**config.mk**
```make
export PLATFORM = sky130hd
export DESIGN_NAME = syncWordDetector
export DESIGN_NICKNAME = d
export VERILOG_FILES = /design/src/rtl/syncWordPkg.sv /design/src/rtl/syncWordSync.sv /design/src/rtl/syncWordCompare.sv /design/src/rtl/syncWordCtrl.sv /design/src/rtl/syncWordDatapath.sv /design/src/rtl/syncWordDetector.sv
export SDC_FILE = /design/constraint.sdc
export NUM_CORES = 1
export LEC_CHECK = 0
export ABC_AREA = 1
export ABC_CLOCK_PERIOD_IN_PS = 14400
export BUFFER_PORTS_ARGS = -buffer_cell sky130_fd_sc_hd__buf_2
export CAP_MARGIN = 20
export CORE_AREA = 3 3 288 290
export CTS_CLUSTER_SIZE = 25
export DETAILED_ROUTE_END_ITERATION = 10
export DIE_AREA = 0 0 291 293
export PLACE_DENSITY = 0.78
export SLEW_MARGIN = 25
export SYNTH_ARGS = -nofsm -noshare
export SYNTH_HDL_FRONTEND = slang
export SYNTH_SLANG_ARGS = --single-unit
```
**constraint.sdc**
```tcl
create_clock -name clk -period 14.4 [get_ports clk]
set_input_delay 2.88 -clock clk [delete_from_list [all_inputs] [get_ports clk]]
set_output_delay 2.88 -clock clk [all_outputs]
set_load 0.005 [all_outputs]
```
**src/rtl/syncWordPkg.sv**
```systemverilog
package syncWordPkg;

  // Strobes passed from the slot controller to the datapath each cycle.
  typedef struct packed {
    logic sampleEn;     // take a sample into the banks this cycle
    logic samplePhase;  // which phase bank receives it
    logic cmpEn;        // the shared comparator is in use this cycle
    logic cmpPhase;     // phase bank the comparator reads
  } slotStrobe_t;

endpackage

```
**src/rtl/syncWordSync.sv**
```systemverilog
module syncWordSync #(
  parameter int NUM_CH = 16
) (
  input  logic              clk,
  input  logic              rst,
  input  logic [NUM_CH-1:0] rawIn,
  output logic [NUM_CH-1:0] syncOut
);

  logic [NUM_CH-1:0] stage1;

  // Two flops per line; the second one is the only one the banks read.
  always_ff @(posedge clk) begin
    if (rst) begin
      stage1  <= '0;
      syncOut <= '0;
    end else begin
      stage1  <= rawIn;
      syncOut <= stage1;
    end
  end

endmodule

```
**src/rtl/syncWordCompare.sv**
```systemverilog
module syncWordCompare #(
  parameter int             PAT_W   = 32,
  parameter logic [PAT_W-1:0] PATTERN = '0
) (
  input  logic [PAT_W-1:0] candidate,
  input  logic             armed,
  output logic             hit
);

  // The single equality comparator shared by every slot.
  always_comb hit = armed && (candidate == PATTERN);

endmodule

```
**src/rtl/syncWordCtrl.sv**
```systemverilog
module syncWordCtrl
  import syncWordPkg::*;
#(
  parameter int NUM_CH     = 16,
  parameter int SAMPLE_DIV = 16,
  localparam int CH_W      = (NUM_CH > 1) ? $clog2(NUM_CH) : 1,
  localparam int DIV_W     = (SAMPLE_DIV > 1) ? $clog2(SAMPLE_DIV) : 1
) (
  input  logic            clk,
  input  logic            rst,
  output slotStrobe_t     stb,
  output logic [CH_W-1:0] slotCh
);

  localparam logic [DIV_W-1:0] DIV_LAST = DIV_W'(SAMPLE_DIV - 1);

  logic [DIV_W-1:0] divCnt;
  logic             phaseNext;   // phase of the upcoming sample
  logic             lastPhase;   // phase of the most recent sample
  logic             sampledOnce; // the banks have taken at least one sample

  always_ff @(posedge clk) begin
    if (rst) begin
      divCnt      <= '0;
      phaseNext   <= 1'b0;
      lastPhase   <= 1'b0;
      sampledOnce <= 1'b0;
    end else if (divCnt == DIV_LAST) begin
      divCnt      <= '0;
      phaseNext   <= ~phaseNext;
      lastPhase   <= phaseNext;
      sampledOnce <= 1'b1;
    end else begin
      divCnt <= divCnt + 1'b1;
    end
  end

  // The sweep occupies the first NUM_CH cycles of each sample period, so every
  // bank entry is compared after its update and before the next strobe.
  always_comb begin
    stb.sampleEn    = (divCnt == DIV_LAST);
    stb.samplePhase = phaseNext;
    stb.cmpEn       = sampledOnce && (int'(divCnt) < NUM_CH);
    stb.cmpPhase    = lastPhase;
    slotCh          = CH_W'(divCnt);
  end

endmodule

```
**src/rtl/syncWordDatapath.sv**
```systemverilog
module syncWordDatapath
  import syncWordPkg::*;
#(
  parameter int               NUM_CH  = 16,
  parameter int               PAT_W   = 32,
  parameter logic [PAT_W-1:0] PATTERN = '0,
  localparam int              CH_W    = (NUM_CH > 1) ? $clog2(NUM_CH) : 1,
  localparam int              FILL_W  = $clog2(PAT_W + 1)
) (
  input  logic              clk,
  input  logic              rst,
  input  logic [NUM_CH-1:0] serialIn,
  input  slotStrobe_t       stb,
  input  logic [CH_W-1:0]   slotCh,
  output logic              detValid,
  output logic [CH_W-1:0]   detCh,
  output logic              detPhase
);

  localparam logic [FILL_W-1:0] FILL_FULL = FILL_W'(PAT_W);

  logic [NUM_CH-1:0] syncBits;
  logic [PAT_W-1:0]  bankSel  [2];
  logic              bankFull [2];
  logic [PAT_W-1:0]  candidate;
  logic              armed;
  logic              hit;

  syncWordSync #(.NUM_CH(NUM_CH)) i_sync (
    .clk     (clk),
    .rst     (rst),
    .rawIn   (serialIn),
    .syncOut (syncBits)
  );

  // One history bank per phase; all streams of a phase fill together, so a
  // single fill counter per bank masks the whole bank.
  for (genvar ph = 0; ph < 2; ph++) begin : g_bank
    logic [PAT_W-1:0]  bankHist [NUM_CH];
    logic [FILL_W-1:0] fillCnt;
    logic              bankLoad;

    assign bankLoad = stb.sampleEn && (stb.samplePhase == ph[0]);

    always_ff @(posedge clk) begin
      if (rst) begin
        fillCnt <= '0;
        for (int ch = 0; ch < NUM_CH; ch++) bankHist[ch] <= '0;
      end else if (bankLoad) begin
        if (fillCnt != FILL_FULL) fillCnt <= fillCnt + 1'b1;
        for (int ch = 0; ch < NUM_CH; ch++)
          bankHist[ch] <= {bankHist[ch][PAT_W-2:0], syncBits[ch]};
      end
    end

    assign bankSel[ph]  = bankHist[slotCh];
    assign bankFull[ph] = (fillCnt == FILL_FULL);
  end

  always_comb begin
    candidate = bankSel[stb.cmpPhase];
    armed     = stb.cmpEn && bankFull[stb.cmpPhase];
  end

  syncWordCompare #(.PAT_W(PAT_W), .PATTERN(PATTERN)) i_cmp (
    .candidate (candidate),
    .armed     (armed),
    .hit       (hit)
  );

  always_ff @(posedge clk) begin
    if (rst) begin
      detValid <= 1'b0;
      detCh    <= '0;
      detPhase <= 1'b0;
    end else begin
      detValid <= hit;
      detCh    <= hit ? slotCh : '0;
      detPhase <= hit && stb.cmpPhase;
    end
  end

endmodule

```
**src/rtl/syncWordDetector.sv**
```systemverilog
module syncWordDetector
  import syncWordPkg::*;
#(
  parameter int               NUM_CH     = 16,
  parameter int               PAT_W      = 32,
  parameter logic [PAT_W-1:0] PATTERN    = 32'h1ACF_FC1D,
  parameter int               SAMPLE_DIV = 16,
  localparam int              CH_W       = (NUM_CH > 1) ? $clog2(NUM_CH) : 1
) (
  input  logic              clk,
  input  logic              rst,
  input  logic [NUM_CH-1:0] serialIn,
  output logic              detValid,
  output logic [CH_W-1:0]   detCh,
  output logic              detPhase
);

  slotStrobe_t     stb;
  logic [CH_W-1:0] slotCh;

  syncWordCtrl #(.NUM_CH(NUM_CH), .SAMPLE_DIV(SAMPLE_DIV)) i_ctrl (
    .clk    (clk),
    .rst    (rst),
    .stb    (stb),
    .slotCh (slotCh)
  );

  syncWordDatapath #(.NUM_CH(NUM_CH), .PAT_W(PAT_W), .PATTERN(PATTERN)) i_dp (
    .clk      (clk),
    .rst      (rst),
    .serialIn (serialIn),
    .stb      (stb),
    .slotCh   (slotCh),
    .detValid (detValid),
    .detCh    (detCh),
    .detPhase (detPhase)
  );

endmodule

```
==> results of run 1 <==
area by class of cell:
| cell class | count | area (µm²) |
|---|---|---|
| multi-input combinational | 2165 | 9080 |
| tap | 1060 | 1330 |
| clock inverter | 61 | 633 |
| clock buffer | 142 | 2900 |
| timing repair buffer | 53 | 464 |
| inverter | 1089 | 4090 |
| fill | 6048 | 30200 |
| sequential | 1081 | 31900 |
cells by family (layout without fill, tap and decap cells):
kind of cell | count (synthesis) | count (layout) | share of synthesized area
DFF | 1081 | 1081 | 0.697
buffers and inverters | 1267 | 1345 | 0.106
and+or+nand+nor | 1991 | 1991 | 0.176
adders and majority gates | 5 | 5 | 0.00137
AOI/OAI and AO/OA | 169 | 169 | 0.0201
power by group through the flow:
stage / clock, W / sequential (W) / combinational, W
after floorplan: 0 / 0.00375 / 0.000231
after global placement: 0 / 0.00369 / 0.000317
after detailed placement: 0 / 0.00370 / 0.000324
after CTS: 0.00283 / 0.00363 / 0.000328
after global routing: 0.00296 / 0.00365 / 0.000372
final: 0.00279 / 0.00363 / 0.000329
synth_stat cells (34+ instances only):
master	count	area [µm²]
a21oi_1	58	290
nor3_1	34	170
o21ai_0	67	335
dfxtp_1	57	1140
clkbuf_1	123	462
buf_2	41	205
nor2_1	1229	4610
nand3_1	184	921
nand4_1	102	638
nand2_1	429	1610
inv_1	1085	4070
edfxtp_1	1024	30700
worst max-delay path, stage by stage:
cell,delay (ns)
buf_8,0.63
inv_1,0.65
nand2_4,0.86
buf_12,0.44
buf_16,0.47
buf_4,0.76
worst max path at each step:
stage,end,slack [ns],cells past startpoint
5_1_grt,i_dp.g_bank[1].bankHist[10][12],7.33,6
2_1_floorplan,i_dp.g_bank[0].bankHist[0][0],-0.61,2
6_report,i_dp.g_bank[1].bankHist[11][10],7.71,6
3_3_place_gp,i_dp.g_bank[1].bankHist[12][16],7.20,5
4_1_cts,i_dp.g_bank[1].bankHist[10][18],7.86,5
3_5_place_dp,i_dp.g_bank[1].bankHist[13][16],7.18,5
sequential cells by signal, indices dropped and copies added (netlist names):
register / cells
i_ctrl.lastPhase: 1
i_ctrl.phaseNext: 1
i_ctrl.sampledOnce: 1
i_ctrl.slotCh: 4
i_dp.detCh: 4
i_dp.detPhase: 1
i_dp.detValid: 1
i_dp.g_bank.bankHist: 1024
i_dp.g_bank.fillCnt: 12
i_dp.i_sync.stage1: 16
i_dp.i_sync.syncOut: 16
metrics by stage:
stage / setup TNS [ns] / area [µm²] / utilization / hold WS [ns]
floorplan: -623.17 / 45800 / - / 0.388
global placement: 0 / 46800 / 0.581 / 0.392
detailed placement: 0 / 46800 / 0.581 / 0.394
CTS: 0 / 50300 / 0.625 / 0.405
global route: 0 / 50400 / 0.626 / 0.424
finish: 0 / 50400 / 0.626 / 0.407
placed cells by master, fill, tap and decap left out, types with 2 or more instances in the layout:
cell and n:
o21a_1 4, nand4_1 102, nand2_4 2, inv_1 1085, buf_2 22, o21ai_0 67
nand3_1 184, dfxtp_1 55, clkbuf_1 27, nor4_1 8, clkinv_2 17, buf_6 3
o31ai_1 4, edfxtp_1 1024, ha_1 5, buf_12 5, o21ai_1 7, clkbuf_16 108
clkinv_1 23, bufinv_16 11, o211ai_1 10, clkinvlp_4 5, a31oi_1 5, nor2_1 1228
dfxtp_4 2, buf_4 20, nand2_1 425, nand2_8 2, nor3_1 34, a22oi_1 4
o22ai_1 10, buf_16 2, nor2_4 3, a21oi_1 58, inv_6 4, nor3b_1 2
clkbuf_8 7
routing by layer:
metal / part of all wire / up-vias / track usage
met5: 0.00013 / - / 0
met4: 0.024 / 2 / 0.0635
met3: 0.061 / 153 / 0.0279
met2: 0.48 / 799 / 0.331
met1: 0.43 / 13769 / 0.282
li1: - / 14096 / -
==> flow_summary.yaml, run 1 <==
setup_path:
  regToRegEndpoint: "i_dp.g_bank[1].bankHist[11][10]"
  worstRegToRegCells: 10
  crit_arrival_ns: 6.95
  required_ns: 14.66
  crit_path_start: "rst"
  rr_startpoint: "i_ctrl.slotCh[0]"
  crit_path_end_kind: "flop"
  r2r_slack_ns: 9.87
  path_max_fanout: 163
  crit_type: "in2reg"
  start_kind: "input pin"
floorplan:
  rows: 104
  core_um2: 80500
  die-area_um2: 85300
  initial_utilization: 0.568
  die_x_um: 291
  die_h_um: 293
  ioPinCount: 24
logic_synthesis:
  syn_area_per_cell_um2: 10.1
  ys_ff_latch: 1081
  async_reset_ff_frac: 0
  synth_edf_count: 1024
  ys_types: 29
  ys.flop_type: "edfxtp_1"
  ys_seq_area_frac: 0.697
  syn_inst: 4513
  synth.net_count: 4536
  yosysWarnings: 0
  syn_area_um2: 45800
run_status:
  status: "completed"
clocking:
  clockBufferDepth: 3
  cts.sinks: 1081
  tritoncts: "built"
  post_cts_buffers: 0
  cts_resized: 0
  numCtsBuffers: 108
  cts-root-buf: "clkbuf_16"
  cts_max_level: 3
  cts.hold.buffers_added: 0
  clk_pin_slew_ns: 0.06
  insertion_delay_ns: 0.67
route:
  wl_per_cell_um: 15.2
  drt-pass1-iter-count: 6
  drt_iter0_drc: 3068
  wirelength_um: 85700
  postRouteAntennaNets: 0
  vias: 28819
  vias_per_cell: 5.10
  drc: 0
min_path:
  min_to: "i_dp.i_sync.syncOut[6]"
  worstHoldStart: "i_dp.i_sync.stage1[6]"
  hold_depth: 2
  hp-class: "reg2reg"
place:
  gp_congestion: 0.769
  io_buffers: 23
  place_inst: 5446
  place_hpwl_um: 47900
  dpl_worst_slack_ns: 7.18
final_layout:
  antennaDiodeCount: 0
  nets: 4521
  area_growth_pct: 10.1
  fin_cells: 5651
  drive_gt1_frac: 0.0477
timing:
  fin_crit_ns: 6.69
  rsz0062_at_grt: "false"
  finalHoldViolations: 0
  max_freq_mhz: 149
  fin_crit_sh: 0.465
  relSlewSlack: 0.235
  setup_viol: 0
  finClkSkew_ns: 0.0418
  worst_slack_ns: 7.71
  slew_violations: 0
  tightest_slew_ns: 1.15
pwr:
  p_switching_w: 0.00148
  total_power_w: 0.00675
  internal_power_w: 0.00527
  swShare: 0.219
  combinationalPowerShare: 0.049
  cellLeakagePower_nw: 21.1
  clockPowerShare: 0.413
  ir_drop_mv: 0.105
  power.density_nw_per_um2: 134
  p_seq_frac: 0.538
grt:
  grt_pass1_vias: 27953
  grt_antenna_before_repair: 1
  grt_usage: 0.201
  grt_pass1_wl_um: 140000
  grt_max_degree: 223
  grt_overflow: 0
run:
  cap_viol_max_count: 0
(Power assumes the default switching activity.)
==> inputs of run 2 (changes only) <==
- ABC_CLOCK_PERIOD_IN_PS: 14400 -> 6450
- CORE_AREA: 3 3 288 290 -> 3 3 274 276
- DIE_AREA: 0 0 291 293 -> 0 0 277 279
- PLACE_DENSITY: 0.78 -> 0.82
- clock period: 14.4 -> 6.45 ns (I/O delays scaled with it)
==> run 2 against run 1 <==
- sequential share of layout area grew 0.069 points
- core utilization is 6.5 points higher
- register-to-register slack worse by 7.3 ns
==> flow_summary.yaml, run 2 (same netlist as run 1, synthesis figures left out) <==
run_status:
  status: "completed"
floorplan:
  die_x_um: 277
  die-area_um2: 77300
  initial_utilization: 0.628
  ioPinCount: 24
  rows: 99
  core_um2: 72800
  die_h_um: 279
clocking:
  cts_max_level: 3
  cts_resized: 0
  clk_pin_slew_ns: 0.06
  cts.hold.buffers_added: 0
  cts.sinks: 1081
  post_cts_buffers: 0
  clockBufferDepth: 3
  insertion_delay_ns: 0.69
  numCtsBuffers: 106
  cts-root-buf: "clkbuf_16"
  tritoncts: "built"
timing:
  fin_crit_ns: 3.89
  max_freq_mhz: 257
  slew_violations: 0
  finClkSkew_ns: 0.0267
  timing.hold.ws_ns: 0.399
  worst_slack_ns: 2.56
  fin_crit_sh: 0.603
  relSlewSlack: 0.247
  setup_viol: 0
  rsz0062_at_grt: "false"
  tightest_slew_ns: 1.13
  finalHoldViolations: 0
min_path:
  hp-class: "reg2reg"
setup_path:
  start_kind: "flop"
  crit_path_start: "i_ctrl.slotCh[0]"
  crit_arrival_ns: 4.41
  crit_type: "reg2reg"
  worstRegToRegCells: 15
  required_ns: 6.97
  regToRegEndpoint: "i_dp.detCh[0]"
  crit_path_end_kind: "flop"
  crit_end: "i_dp.detCh[0]"
  r2r_slack_ns: 2.56
  rr_startpoint: "i_ctrl.slotCh[0]"
  path_max_fanout: 67
final_layout:
  drive_gt1_frac: 0.0530
  top_regs: "i_dp.g_bank.bankHist: 1024 flops, i_dp.i_sync.stage1: 16 flops, i_dp.i_sync.syncOut: 16 flops"
  nets: 4533
  layout_common_cells: "nor2_1 (1228), inv_1 (1085), edfxtp_1 (1024)"
  top_register: "i_dp.g_bank.bankHist"
  final_common_cell: "nor2_1"
  antennaDiodeCount: 0
  largest_register_ffs: 1024
  area_growth_pct: 10.0
pwr:
  power.density_nw_per_um2: 298
  cellLeakagePower_nw: 21.2
  p_switching_w: 0.00335
  combinationalPowerShare: 0.049
  p_seq_frac: 0.542
  internal_power_w: 0.0116
  swShare: 0.223
  clockPowerShare: 0.409
  ir_drop_mv: 0.282
route:
  drc: 0
  postRouteAntennaNets: 0
  vias_per_cell: 5.31
  wirelength_um: 89900
  wl_per_cell_um: 16.2
  drt_iter0_drc: 3469
  vias: 29511
  drt-pass1-iter-count: 6
run:
  cap_viol_max_count: 0
grt:
  grt_pass1_vias: 28802
  grt_antenna_before_repair: 0
  grt_pass1_wl_um: 145000
  grt_usage: 0.232
  grt_overflow: 0
  grt_max_degree: 119
place:
  io_buffers: 23
  dpl_worst_slack_ns: 2.26
  gp_congestion: 0.781
  place_hpwl_um: 50800
==> run 2: changes by cell type in the layout (fill, tap and decap cells not counted), moves of 4 or more <==
cell	delta
clkinv_1	-4
clkinvlp_4	-4
buf_4	+13
clkbuf_1	-11
clkinv_2	+16
buf_12	+5
==> run 2: per-layer routing <==
layer | vias to the layer above | track usage | part of all wire
li1 | 14100 | - | -
met5 | - | 0 | 0
met3 | 204 | 0.0377 | 0.071
met2 | 1058 | 0.387 | 0.49
met1 | 14149 | 0.314 | 0.41
met4 | 0 | 0.0787 | 0.030
==> run 2: power by group through the flow <==
stage	registers, W	clock network (W)	logic [W]
after floorplan	0.00830	0	0.000516
after global routing	0.00816	0.00647	0.000819
final	0.00813	0.00613	0.000730
after detailed placement	0.00827	0	0.000713
after global placement	0.00826	0	0.000691
after CTS	0.00813	0.00620	0.000729
==> run 2: how the worst min path moves through the flow <==
stage	startpoint	slack [ns]	end	depth (start not counted)
2_1_floorplan	i_dp.i_sync.stage1[0]	0.39	i_dp.i_sync.syncOut[0]	2
3_3_place_gp	i_dp.i_sync.stage1[9]	0.39	i_dp.i_sync.syncOut[9]	2
3_5_place_dp	i_dp.i_sync.stage1[14]	0.39	i_dp.i_sync.syncOut[14]	2
4_1_cts	i_dp.i_sync.stage1[14]	0.40	i_dp.i_sync.syncOut[14]	2
5_1_grt	i_dp.i_sync.stage1[0]	0.42	i_dp.i_sync.syncOut[0]	2
6_report	i_dp.i_sync.stage1[14]	0.40	i_dp.i_sync.syncOut[14]	2
==> run 2: area by class of cell <==
cell class	count	area (µm²)
Timing Repair Buffer	67	584
Multi-Input combinational cell	2165	9090
Sequential cell	1081	31900
Fill cell	4857	22500
Tap cell	959	1200
Inverter	1089	4090
Clock inverter	66	601
Clock buffer	132	2870
==> run 2: worst max-delay path, cell delays in order (launching register included) <==
cell and delay, ns:
dfxtp_4 0.92, inv_4 0.39, nand2_1 0.97, o21ai_0 0.25, nor2_1 0.20, nor2_1 0.07, nand3_1 0.14, nand2_1 0.07
nand2_1 0.07, nand2_1 0.05, nand2_1 0.10, nor2_1 0.05, nand2_1 0.11, nand2_1 0.06, nand2_1 0.18, nor2_1 0.06
==> run 2: through the flow <==
step | TNS, ns | util | cell area (µm²) | instances | power, W
3_3_place_gp | 0 | 0.643 | 46900 | 5361 | 0.00895
6_report | 0 | 0.691 | 50300 | 5559 | 0.0150
2_1_floorplan | -1696.95 | - | 45800 | 4513 | 0.00882
4_1_cts | 0 | 0.691 | 50300 | 5559 | 0.0151
3_5_place_dp | 0 | 0.643 | 46900 | 5361 | 0.00899
5_1_grt | 0 | 0.691 | 50300 | 5559 | 0.0155
